File: src/rtl/refsch_pkg.sv
package refsch_pkg;

   // Refresh policy: spread one row per interval, or the whole array per window
   typedef enum logic {
      POL_SPREAD = 1'b0,
      POL_BLOCK  = 1'b1
   } refsch_policy_e;

   // Bits needed to hold owed rows: room for the limit plus a few extra windows
   function automatic int unsigned owed_bits(input int unsigned rows,
                                             input int unsigned limit);
      return $clog2(rows * (limit + 3) + 1);
   endfunction

   // Bits needed for a postponement count that saturates just above the limit
   function automatic int unsigned post_bits(input int unsigned limit);
      return $clog2(limit + 2);
   endfunction

endpackage

File: src/rtl/refsch_timer.sv
module refsch_timer
   import refsch_pkg::*;
#(
   parameter int unsigned ROWS         = 8192,
   parameter int unsigned INTERVAL_CYC = 781
) (
   input  logic           clk,
   input  logic           rst_n,
   input  refsch_policy_e policy,
   output logic           tick
);

   localparam int unsigned WINDOW_CYC = INTERVAL_CYC * ROWS;
   localparam int unsigned TW         = $clog2(WINDOW_CYC);
   localparam logic [TW-1:0] SPREAD_LAST = TW'(INTERVAL_CYC - 1);
   localparam logic [TW-1:0] BLOCK_LAST  = TW'(WINDOW_CYC - 1);

   logic [TW-1:0]  cnt_q;
   logic [TW-1:0]  last;
   refsch_policy_e pol_q;
   logic           changed;

   always_comb begin
      last    = (policy == POL_BLOCK) ? BLOCK_LAST : SPREAD_LAST;
      changed = (policy != pol_q);
      tick    = !changed && (cnt_q == last);
   end

   always_ff @(posedge clk or negedge rst_n) begin
      if (!rst_n) begin
         cnt_q <= '0;
         pol_q <= POL_SPREAD;
      end else begin
         pol_q <= policy;
         if (changed || tick)
            cnt_q <= '0;
         else
            cnt_q <= cnt_q + 1'b1;
      end
   end

endmodule

File: src/rtl/refsch_rowptr.sv
module refsch_rowptr #(
   parameter int unsigned ROWS = 8192,
   localparam int unsigned RW  = $clog2(ROWS)
) (
   input  logic          clk,
   input  logic          rst_n,
   input  logic          adv,
   output logic [RW-1:0] row
);

   localparam bit POW2 = ((1 << RW) == ROWS);
   localparam logic [RW-1:0] LAST_ROW = RW'(ROWS - 1);

   logic [RW-1:0] row_q;

   generate
      if (POW2) begin : g_natural_wrap
         always_ff @(posedge clk or negedge rst_n) begin
            if (!rst_n)
               row_q <= '0;
            else if (adv)
               row_q <= row_q + 1'b1;
         end
      end else begin : g_compare_wrap
         always_ff @(posedge clk or negedge rst_n) begin
            if (!rst_n)
               row_q <= '0;
            else if (adv)
               row_q <= (row_q == LAST_ROW) ? '0 : row_q + 1'b1;
         end
      end
   endgenerate

   assign row = row_q;

endmodule

File: src/rtl/refsch_ledger.sv
module refsch_ledger
   import refsch_pkg::*;
#(
   parameter int unsigned ROWS           = 8192,
   parameter int unsigned POSTPONE_LIMIT = 8
) (
   input  logic           clk,
   input  logic           rst_n,
   input  refsch_policy_e policy,
   input  logic           tick,
   input  logic           grant,
   output logic           req,
   output logic           miss
);

   localparam int unsigned OW = owed_bits(ROWS, POSTPONE_LIMIT);
   localparam int unsigned PW = post_bits(POSTPONE_LIMIT);
   localparam logic [OW-1:0] OWED_MAX  = '1;
   localparam logic [OW-1:0] ADD_BLOCK = OW'(ROWS);
   localparam logic [OW-1:0] ONE_ROW   = OW'(1);
   localparam logic [PW-1:0] POST_MAX  = PW'(POSTPONE_LIMIT + 1);
   localparam logic [PW-1:0] POST_LIM  = PW'(POSTPONE_LIMIT);

   logic [OW-1:0] owed_q, owed_d, add, sat;
   logic [OW:0]   sum;
   logic [PW-1:0] post_q, post_d;
   logic          miss_q;
   logic          busy, done, late;

   always_comb begin
      busy = (owed_q != '0);
      done = grant && busy;
      if (!tick)
         add = '0;
      else if (policy == POL_BLOCK)
         add = ADD_BLOCK;
      else
         add = ONE_ROW;
      sum    = {1'b0, owed_q} + {1'b0, add};
      sat    = sum[OW] ? OWED_MAX : sum[OW-1:0];
      owed_d = sat - {{(OW-1){1'b0}}, done};
      // a deadline collides with outstanding work unless that work ends now
      late   = tick && busy && !(done && owed_q == ONE_ROW);
      if (owed_d == '0)
         post_d = '0;
      else if (late && post_q != POST_MAX)
         post_d = post_q + 1'b1;
      else
         post_d = post_q;
   end

   always_ff @(posedge clk or negedge rst_n) begin
      if (!rst_n) begin
         owed_q <= '0;
         post_q <= '0;
         miss_q <= 1'b0;
      end else begin
         owed_q <= owed_d;
         post_q <= post_d;
         miss_q <= miss_q | (post_q > POST_LIM);
      end
   end

   assign req  = busy;
   assign miss = miss_q;

endmodule

File: src/rtl/refresh_scheduler.sv
module refresh_scheduler
   import refsch_pkg::*;
#(
   parameter int unsigned CLK_HZ         = 100_000_000,
   parameter int unsigned WINDOW_MS      = 64,
   parameter int unsigned ROWS           = 8192,
   parameter int unsigned INTERVAL_CYC   = (CLK_HZ / 1000) * WINDOW_MS / ROWS,
   parameter int unsigned POSTPONE_LIMIT = 8,
   localparam int unsigned RW            = $clog2(ROWS)
) (
   input  logic          clk,
   input  logic          rst_n,
   input  logic          mode_burst,
   input  logic          refresh_grant,
   output logic          refresh_req,
   output logic [RW-1:0] refresh_row,
   output logic          deadline_miss
);

   generate
      if (ROWS < 2) begin : g_bad_rows
         $error("refresh_scheduler: ROWS must be at least 2");
      end
      if (INTERVAL_CYC < 2) begin : g_bad_interval
         $error("refresh_scheduler: INTERVAL_CYC must be at least 2");
      end
   endgenerate

   refsch_policy_e w_policy;
   logic           w_tick;
   logic           w_adv;

   assign w_policy = refsch_policy_e'(mode_burst);
   assign w_adv    = refresh_req && refresh_grant;

   refsch_timer #(
      .ROWS         (ROWS),
      .INTERVAL_CYC (INTERVAL_CYC)
   ) u_timer (
      .clk    (clk),
      .rst_n  (rst_n),
      .policy (w_policy),
      .tick   (w_tick)
   );

   refsch_ledger #(
      .ROWS           (ROWS),
      .POSTPONE_LIMIT (POSTPONE_LIMIT)
   ) u_ledger (
      .clk    (clk),
      .rst_n  (rst_n),
      .policy (w_policy),
      .tick   (w_tick),
      .grant  (refresh_grant),
      .req    (refresh_req),
      .miss   (deadline_miss)
   );

   refsch_rowptr #(
      .ROWS (ROWS)
   ) u_rowptr (
      .clk   (clk),
      .rst_n (rst_n),
      .adv   (w_adv),
      .row   (refresh_row)
   );

endmodule

File: config.mk
export PLATFORM = sky130hd
export DESIGN_NAME = refresh_scheduler
export DESIGN_NICKNAME = d
export VERILOG_FILES = /design/src/rtl/refsch_pkg.sv /design/src/rtl/refsch_timer.sv /design/src/rtl/refsch_rowptr.sv /design/src/rtl/refsch_ledger.sv /design/src/rtl/refresh_scheduler.sv
export SDC_FILE = /design/constraint.sdc
export NUM_CORES = 1
export LEC_CHECK = 0
export BUFFER_PORTS_ARGS = -buffer_cell sky130_fd_sc_hd__buf_2
export CORE_MARGIN = 5
export CORE_UTILIZATION = 65
export CTS_BUF_LIST = sky130_fd_sc_hd__clkbuf_8
export CTS_CLUSTER_DIAMETER = 50
export DETAILED_ROUTE_END_ITERATION = 7
export PLACE_DENSITY_LB_ADDON = 0.3
export RECOVER_POWER = 100
export REMOVE_ABC_BUFFERS = 1
export SLEW_MARGIN = 20
export SYNTH_ARGS = -nofsm -noshare
export SYNTH_HDL_FRONTEND = slang
export SYNTH_SLANG_ARGS = --single-unit
File: constraint.sdc
create_clock -name clk -period 12.85 [get_ports clk]
set_input_delay 2.57 -clock clk [delete_from_list [all_inputs] [get_ports clk]]
set_output_delay 2.57 -clock clk [all_outputs]
set_load 0.005 [all_outputs]
==> results of run 1 <==
worst max-delay path by stage:
| stage | start | end | slack (ns) |
|---|---|---|---|
| 2_1_floorplan | mode_burst | u_ledger.post_q[0] | 6.14 |
| 3_3_place_gp | mode_burst | u_ledger.post_q[0] | 6.05 |
| 3_5_place_dp | mode_burst | u_ledger.post_q[1] | 5.85 |
| 4_1_cts | mode_burst | u_ledger.post_q[1] | 6.21 |
| 5_1_grt | mode_burst | u_ledger.post_q[1] | 5.27 |
| 6_report | mode_burst | u_ledger.post_q[1] | 5.67 |
through the flow:
stage,power [mW],cell area (um2),hold slack [ns],cells
after floorplan,0.439,3590,0.451,373
after global placement,0.500,3790,0.441,465
final,0.680,3940,0.453,480
after CTS,0.686,4000,0.462,480
after detailed placement,0.506,3790,0.445,465
after global routing,0.724,3940,0.490,480
final cells by class:
cell class              instances  share of cell area (%)
inverters                      12                    1.14
multi-input cells             302                    51.3
clock inverters                 2                   0.858
repair buffers                 20                    2.35
flip-flops and latches         59                    37.5
clock buffers                  13                    4.55
well taps                      72                    2.29
sequential cells by signal (all words and copies together) (netlist names):
register	flops
u_timer.cnt_q	23
u_ledger.owed_q	17
u_rowptr.row	13
u_ledger.post_q	4
u_ledger.miss	1
u_timer.pol_q	1
critical path, delay by kind of cell:
kind,cells,cell delay [ns]
fa+ha+maj,3,0.83
buf+inv,1,0.15
simple gates,11,2.93
compound gates,4,0.71
xor+xnor,1,0.18
routing by layer:
metal | vias to the layer above | global-route usage, % | wire (um)
met2 | 110 | 37.6 | 4000
met1 | 1410 | 29.7 | 3350
li1 | 1409 | - | -
met3 | 17 | 5.92 | 464
met5 | - | 0 | 0
met4 | 0 | 9.64 | 150
logic make-up (layout without fill, tap and decap cells):
| logic type | Yosys count | count (layout) |
|---|---|---|
| compound gates | 51 | 51 |
| mux | 5 | 5 |
| simple gates | 179 | 179 |
| fa+ha+maj | 10 | 10 |
| xor+xnor | 57 | 57 |
| flops | 59 | 59 |
| buf+inv | 26 | 47 |
cell usage in the layout (no fill, tap or decap), types with 8 or more instances in the layout:
cell / n
buf_2: 11
nor2_1: 42
nand2_1: 38
nor3_1: 17
nand3_1: 18
clkbuf_8: 13
nor4_1: 11
clkbuf_1: 8
a21oi_1: 8
nand4_1: 15
dfrtp_1: 59
xnor2_1: 24
xor2_1: 32
ha_1: 10
inv_1: 13
power groups by stage:
stage	Sequential, mW	Clock, mW	Combinational (mW)
floorplan	0.281	0	0.158
global placement	0.297	0	0.203
detailed placement	0.299	0	0.207
CTS	0.296	0.180	0.210
global route	0.306	0.191	0.227
finish	0.299	0.178	0.203
==> results.cfg, run 1 <==
[worst_setup_path]
crit_type = in2reg
r2r_setup_slack_ns = 7.16
required_ns = 13.04
worst_path_most_repeated_cell = ha_1
reg2regPathDepth = 20
r2r_start = u_timer.cnt_q[5]
cp.arrival_ns = 7.36
critPathMaxFanout = 8
timing.rr.end = u_ledger.post_q[1]
end_kind = register
cp_slowest_cell = nor4_1
cpPeakStageDelay_ns = 0.51
path_cells = clkbuf_1 > o41ai_1 > nand3_1 > or2_0 > nor3_1 > ha_1 > nand3_1 > nor4_1 > o2111ai_1 > nor2b_1 > ha_1 > ha_1 > and3_1 > o31ai_1 > xnor2_1 > nand4_1 > nor4bb_1 > nand4_1 > nor4_1 > a21oi_1
start_kind = input pin

[logic_synthesis]
synth_xor_area_share_pct = 13.8
syn_inst = 387
avgSynthCellArea_um2 = 9.47
yosys.area_share.simple_pct = 27.1
synthFlopType = dfrtp_1
yosys_warnings = 0
synth-seq-cells = 59
synth_top_family_by_area = simple AND/OR/NAND/NOR gates
synth_area_leaders = dfrtp_1 40%, xor2_1 7.6%, xnor2_1 5.7%
synth_fa_ha_area_share_pct = 3.41
synth.area.mux_share_pct = 1.40
synth_edf_count = 0
synth_cell_types = 63
synth_largest_area_cell = dfrtp_1
seq_area_frac_synth_pct = 40.3
synth_top_area_share_pct = 40.3
async_reset_ff_share_pct = 100
yosys-top-cells-count = 59 x dfrtp_1, 42 x nor2_1, 38 x nand2_1, 32 x xor2_1, 24 x xnor2_1
yosysMostFrequentCell = dfrtp_1
synth_compound_area_share_pct = 10.8
syn_area_um2 = 3660

[sta]
setup_viol = 0
max-slew-margin-rel_pct = -104
rsz0062_at_grt = no
timing.final.crit_share_pct = 55.8
period_needed_ns = 7.18
setup_slack_ns = 5.67
fin_skew_ns = 0.00669
fmax_ghz = 0.139
worst_pin_slew_ns = 3.06
hold_viol = 0
drv_slew = 60
tns_ns = 0

[final_layout]
diodes = 0
postLayoutCoreUtil_pct = 71.5
multi_input_area_um2 = 2020
seq_area_um2 = 1480
finalNetCount = 418
synthToLayoutAreaGrowth_pct = 7.41
final_layout_size_suffix_gt1_share_pct = 9.56
fillerInstances = 417

[detailed_routing]
num_vias = 2946
routedWlPerCell_um = 16.6
drtAntennaViolNets = 0
drtIter0Drc = 259
drc_errors = 0
drtPass1Iterations = 5
wl_mm = 7.97
vias_per_cell = 6.14

[global_route]
grt_use_total_pct = 23.3
grt_pass1_wl_mm = 13.4
grt_max_degree = 60
antenna_found_initial = 0
grt_pass1_vias = 2821
globalRouteOverflowTotal = 0

[floorplan]
fp.dieW_um = 85.1
core-area_um2 = 5510
chipHeight_um = 85.1
num_rows = 27
start_util_pct = 66.6
die_area_um2 = 7240
ios = 19

[power]
p_seq_share_pct = 44.0
intPower_uw = 424
power.leakage_nw = 1.71
ir_drop_uv = 87.6
power_switching_uw = 257
power_density_nw_per_um2 = 173
switching_share_pct = 37.7
pwr-share-comb_pct = 29.8
power_frac_clock_pct = 26.2

[cts]
cts_buffers = 9
htree_levels = 3
insertion_delay_ns = 0.34
post_cts_buffers = 0
clock_sinks = 59
clk_pin_slew_worst_paths_ns = 0.06
cts_buffer_depth = 2
ctsRootBufferMaster = clkbuf_8
ctsResizeCount = 0
cts_tree = done
ctsHoldBuffers = 0

[place]
hpwl_mm = 5.59
io_buffers = 18
dp_slack_ns = 5.85
gp_congestion = 0.928

[min_path]
hold_path_end = u_ledger.miss
min_from = u_ledger.miss
whs_path_depth = 1
hold_path_class = reg2reg

[run]
cap_violations = 1

[status]
status = finished with violations
violations = capacitance limit, slew limit
Note: power is estimated with default switching activity, not from simulation.
==> run 2: changes to the inputs <==
ABC_AREA = 1   (was default)
CORE_UTILIZATION = 58   (was 65)
clock period = 6.37 ns   (was 12.85 ns; I/O delays follow)
==> run 2 against run 1 <==
The flow still finishes with violations (capacitance limit, slew limit). Clock power grew 89%. Flip-flop and latch count unchanged. Worst hold slack improved by 0.025 ns. Power up 86%. Largest cell class unchanged. Wire length grew 8.9%. Register-to-register slack got worse by 5.4 ns. Cell area rose by 5.9%. Non-clock buffer count shrank 1. Die area grew 16%. First-iteration DRC count is 37% higher. Combinational power rose by 100%. Critical endpoint is now u_ledger.post_q[0].
==> results.cfg, run 2 <==
[floorplan]
die_area_um2 = 8400
start_util_pct = 60.2
chipHeight_um = 91.7
fp.dieW_um = 91.7
ios = 19
num_rows = 29
core-area_um2 = 6420

[final_layout]
largest-register = u_timer.cnt_q
largest_reg_flops = 23
stdcell_area_um2 = 4170
final_cell_mix = 139 x nand2_1, 84 x inv_1, 74 x nor2_1
synthToLayoutAreaGrowth_pct = 7.79
mostFrequentLayoutCell = nand2_1
finalNetCount = 583
final_cells = 651
final_layout_size_suffix_gt1_share_pct = 8.19
postLayoutCoreUtil_pct = 64.9
diodes = 0
fillerInstances = 590

[sta]
rsz0062_at_grt = no
whs_ns = 0.478
tns_ns = 0
timing.final.crit_share_pct = 80.0
fin_skew_ns = 0.00449
period_needed_ns = 5.10
drv_slew = 60
hold_viol = 0
setup_viol = 0
fmax_ghz = 0.196
setup_slack_ns = 1.27
max-slew-margin-rel_pct = -107
worst_pin_slew_ns = 3.11

[detailed_routing]
drtIter0Drc = 356
wl_mm = 8.68
drtAntennaViolNets = 0
drtPass1Iterations = 7
drc_errors = 0
num_vias = 3487
vias_per_cell = 5.36
routedWlPerCell_um = 13.3

[cts]
htree_levels = 3
cts_buffer_depth = 2
insertion_delay_ns = 0.35
clk_pin_slew_worst_paths_ns = 0.06
clock_sinks = 59
post_cts_buffers = 0
ctsRootBufferMaster = clkbuf_8
ctsHoldBuffers = 0
ctsResizeCount = 0
cts_tree = done
cts_buffers = 9

[place]
hpwl_mm = 6.65
gp_congestion = 0.920
dp_cells = 635
postPlaceCellArea_um2 = 4030
dp_slack_ns = 1.38
io_buffers = 18

[worst_setup_path]
required_ns = 6.59
cp.arrival_ns = 5.32
crit_type = in2reg
end_kind = register
critPathMaxFanout = 7
start_kind = input pin

[logic_synthesis]
synth_edf_count = 0
yosys-top-cells-count = 137 x nand2_1, 83 x inv_1, 67 x nor2_1, 59 x dfrtp_1, 55 x nand3_1
syn_area_um2 = 3870
yosys_warnings = 0
seq_area_frac_synth_pct = 38.2
synth_largest_area_cell = dfrtp_1
avgSynthCellArea_um2 = 7.12
synth_top_area_share_pct = 38.2
async_reset_ff_share_pct = 100
yosysMostFrequentCell = nand2_1
synth_area_leaders = dfrtp_1 38%, nand2_1 13%, inv_1 8.1%
synth_cell_types = 34
syn_inst = 543
synth-seq-cells = 59
synthFlopType = dfrtp_1

[global_route]
antenna_found_initial = 0
grt_pass1_vias = 3284
grt_max_degree = 60
grt_use_total_pct = 22.0
globalRouteOverflowTotal = 0
grt_pass1_wl_mm = 14.9

[min_path]
hold_path_class = reg2reg

[run]
cap_violations = 1

[status]
status = finished with violations
violations = capacitance limit, slew limit

[power]
power.leakage_nw = 2.09
power_density_nw_per_um2 = 303
ir_drop_uv = 201
total_power_mw = 1.26
-- run 2: cell types whose count changed after synthesis, sizes merged, moves of 9 or more --
cell / before / now
nand2: 38 / 141
nor2: 42 / 83
xor2: 32 / 15
a21oi: 8 / 17
xnor2: 25 / 6
nand3: 19 / 58
inv: 12 / 83
-- run 2: cell families (layout without fill, tap and decap cells) --
logic type / Yosys count / in the layout / share of synthesized area (%)
flops: 59 / 59 / 38.2
simple gates: 329 / 329 / 39.3
compound gates: 36 / 36 / 5.37
xor+xnor: 21 / 21 / 4.95
fa+ha+maj: 10 / 10 / 3.23
buf+inv: 88 / 119 / 8.99
-- run 2: critical path, cell delays in order --
cell and delay [ns]:
clkbuf_1 0.20, nand2_1 0.07, nor4_1 0.19, nand4_1 0.12
a21oi_1 0.32, inv_1 0.10, nor3_1 0.28, ha_1 0.31
inv_1 0.06, nor2_1 0.38, nand2_1 0.13, nor2_1 0.10
nand2_1 0.12, nand2_1 0.16, nor2_1 0.07, ha_1 0.20
ha_1 0.22, nand4_1 0.16, nor2_1 0.16, nand3_1 0.10
nand2_1 0.10, nor2_1 0.12, nand2_1 0.08, nor2_1 0.20
a21oi_1 0.10
-- run 2: path summary, 6_finish.rpt --
path | from | endpoint | slack [ns] | depth (start not counted)
max reg2reg | u_timer.cnt_q[10] | u_ledger.post_q[0] | 1.77 | 23
min in group asynchronous | rst_n | u_rowptr.row[12] | 2.04 | 2
max | mode_burst | u_ledger.post_q[0] | 1.27 | 25
min | u_ledger.miss | u_ledger.miss | 0.48 | 1
min reg2reg | u_ledger.miss | u_ledger.miss | 0.48 | 1
max in group asynchronous | rst_n | u_ledger.owed_q[9] | 2.56 | 2
-- run 2: layout make-up --
type	instances	area [um2]	area share (%)
Inverter	84	315	7.56
Timing Repair Buffer	19	86.3	2.07
Clock inverter	6	56.3	1.35
Clock buffer	10	138	3.30
Sequential cell	59	1480	35.4
Multi-Input combinational cell	396	2000	48.0
Tap cell	77	96.3	2.31
-- run 2: metal layers --
| metal | vias up | share of wire, % | track usage (%) | wire, um |
|---|---|---|---|---|
| li1 | 1795 | - | - | - |
| met1 | 1576 | 45 | 29.5 | 3900 |
| met2 | 98 | 47 | 35.1 | 4090 |
| met3 | 18 | 6.0 | 4.66 | 520 |
| met4 | 0 | 1.9 | 8.79 | 162 |
| met5 | - | 0 | 0 | 0 |
-- run 2: power by group --
part	switching [mW]	internal [mW]	leakage (nW)	total [mW]
combinational	0.277	0.138	1.21	0.415
clock	0.150	0.187	0.103	0.337
sequential	0.0768	0.434	0.771	0.511
total	0.503	0.760	2.09	1.26
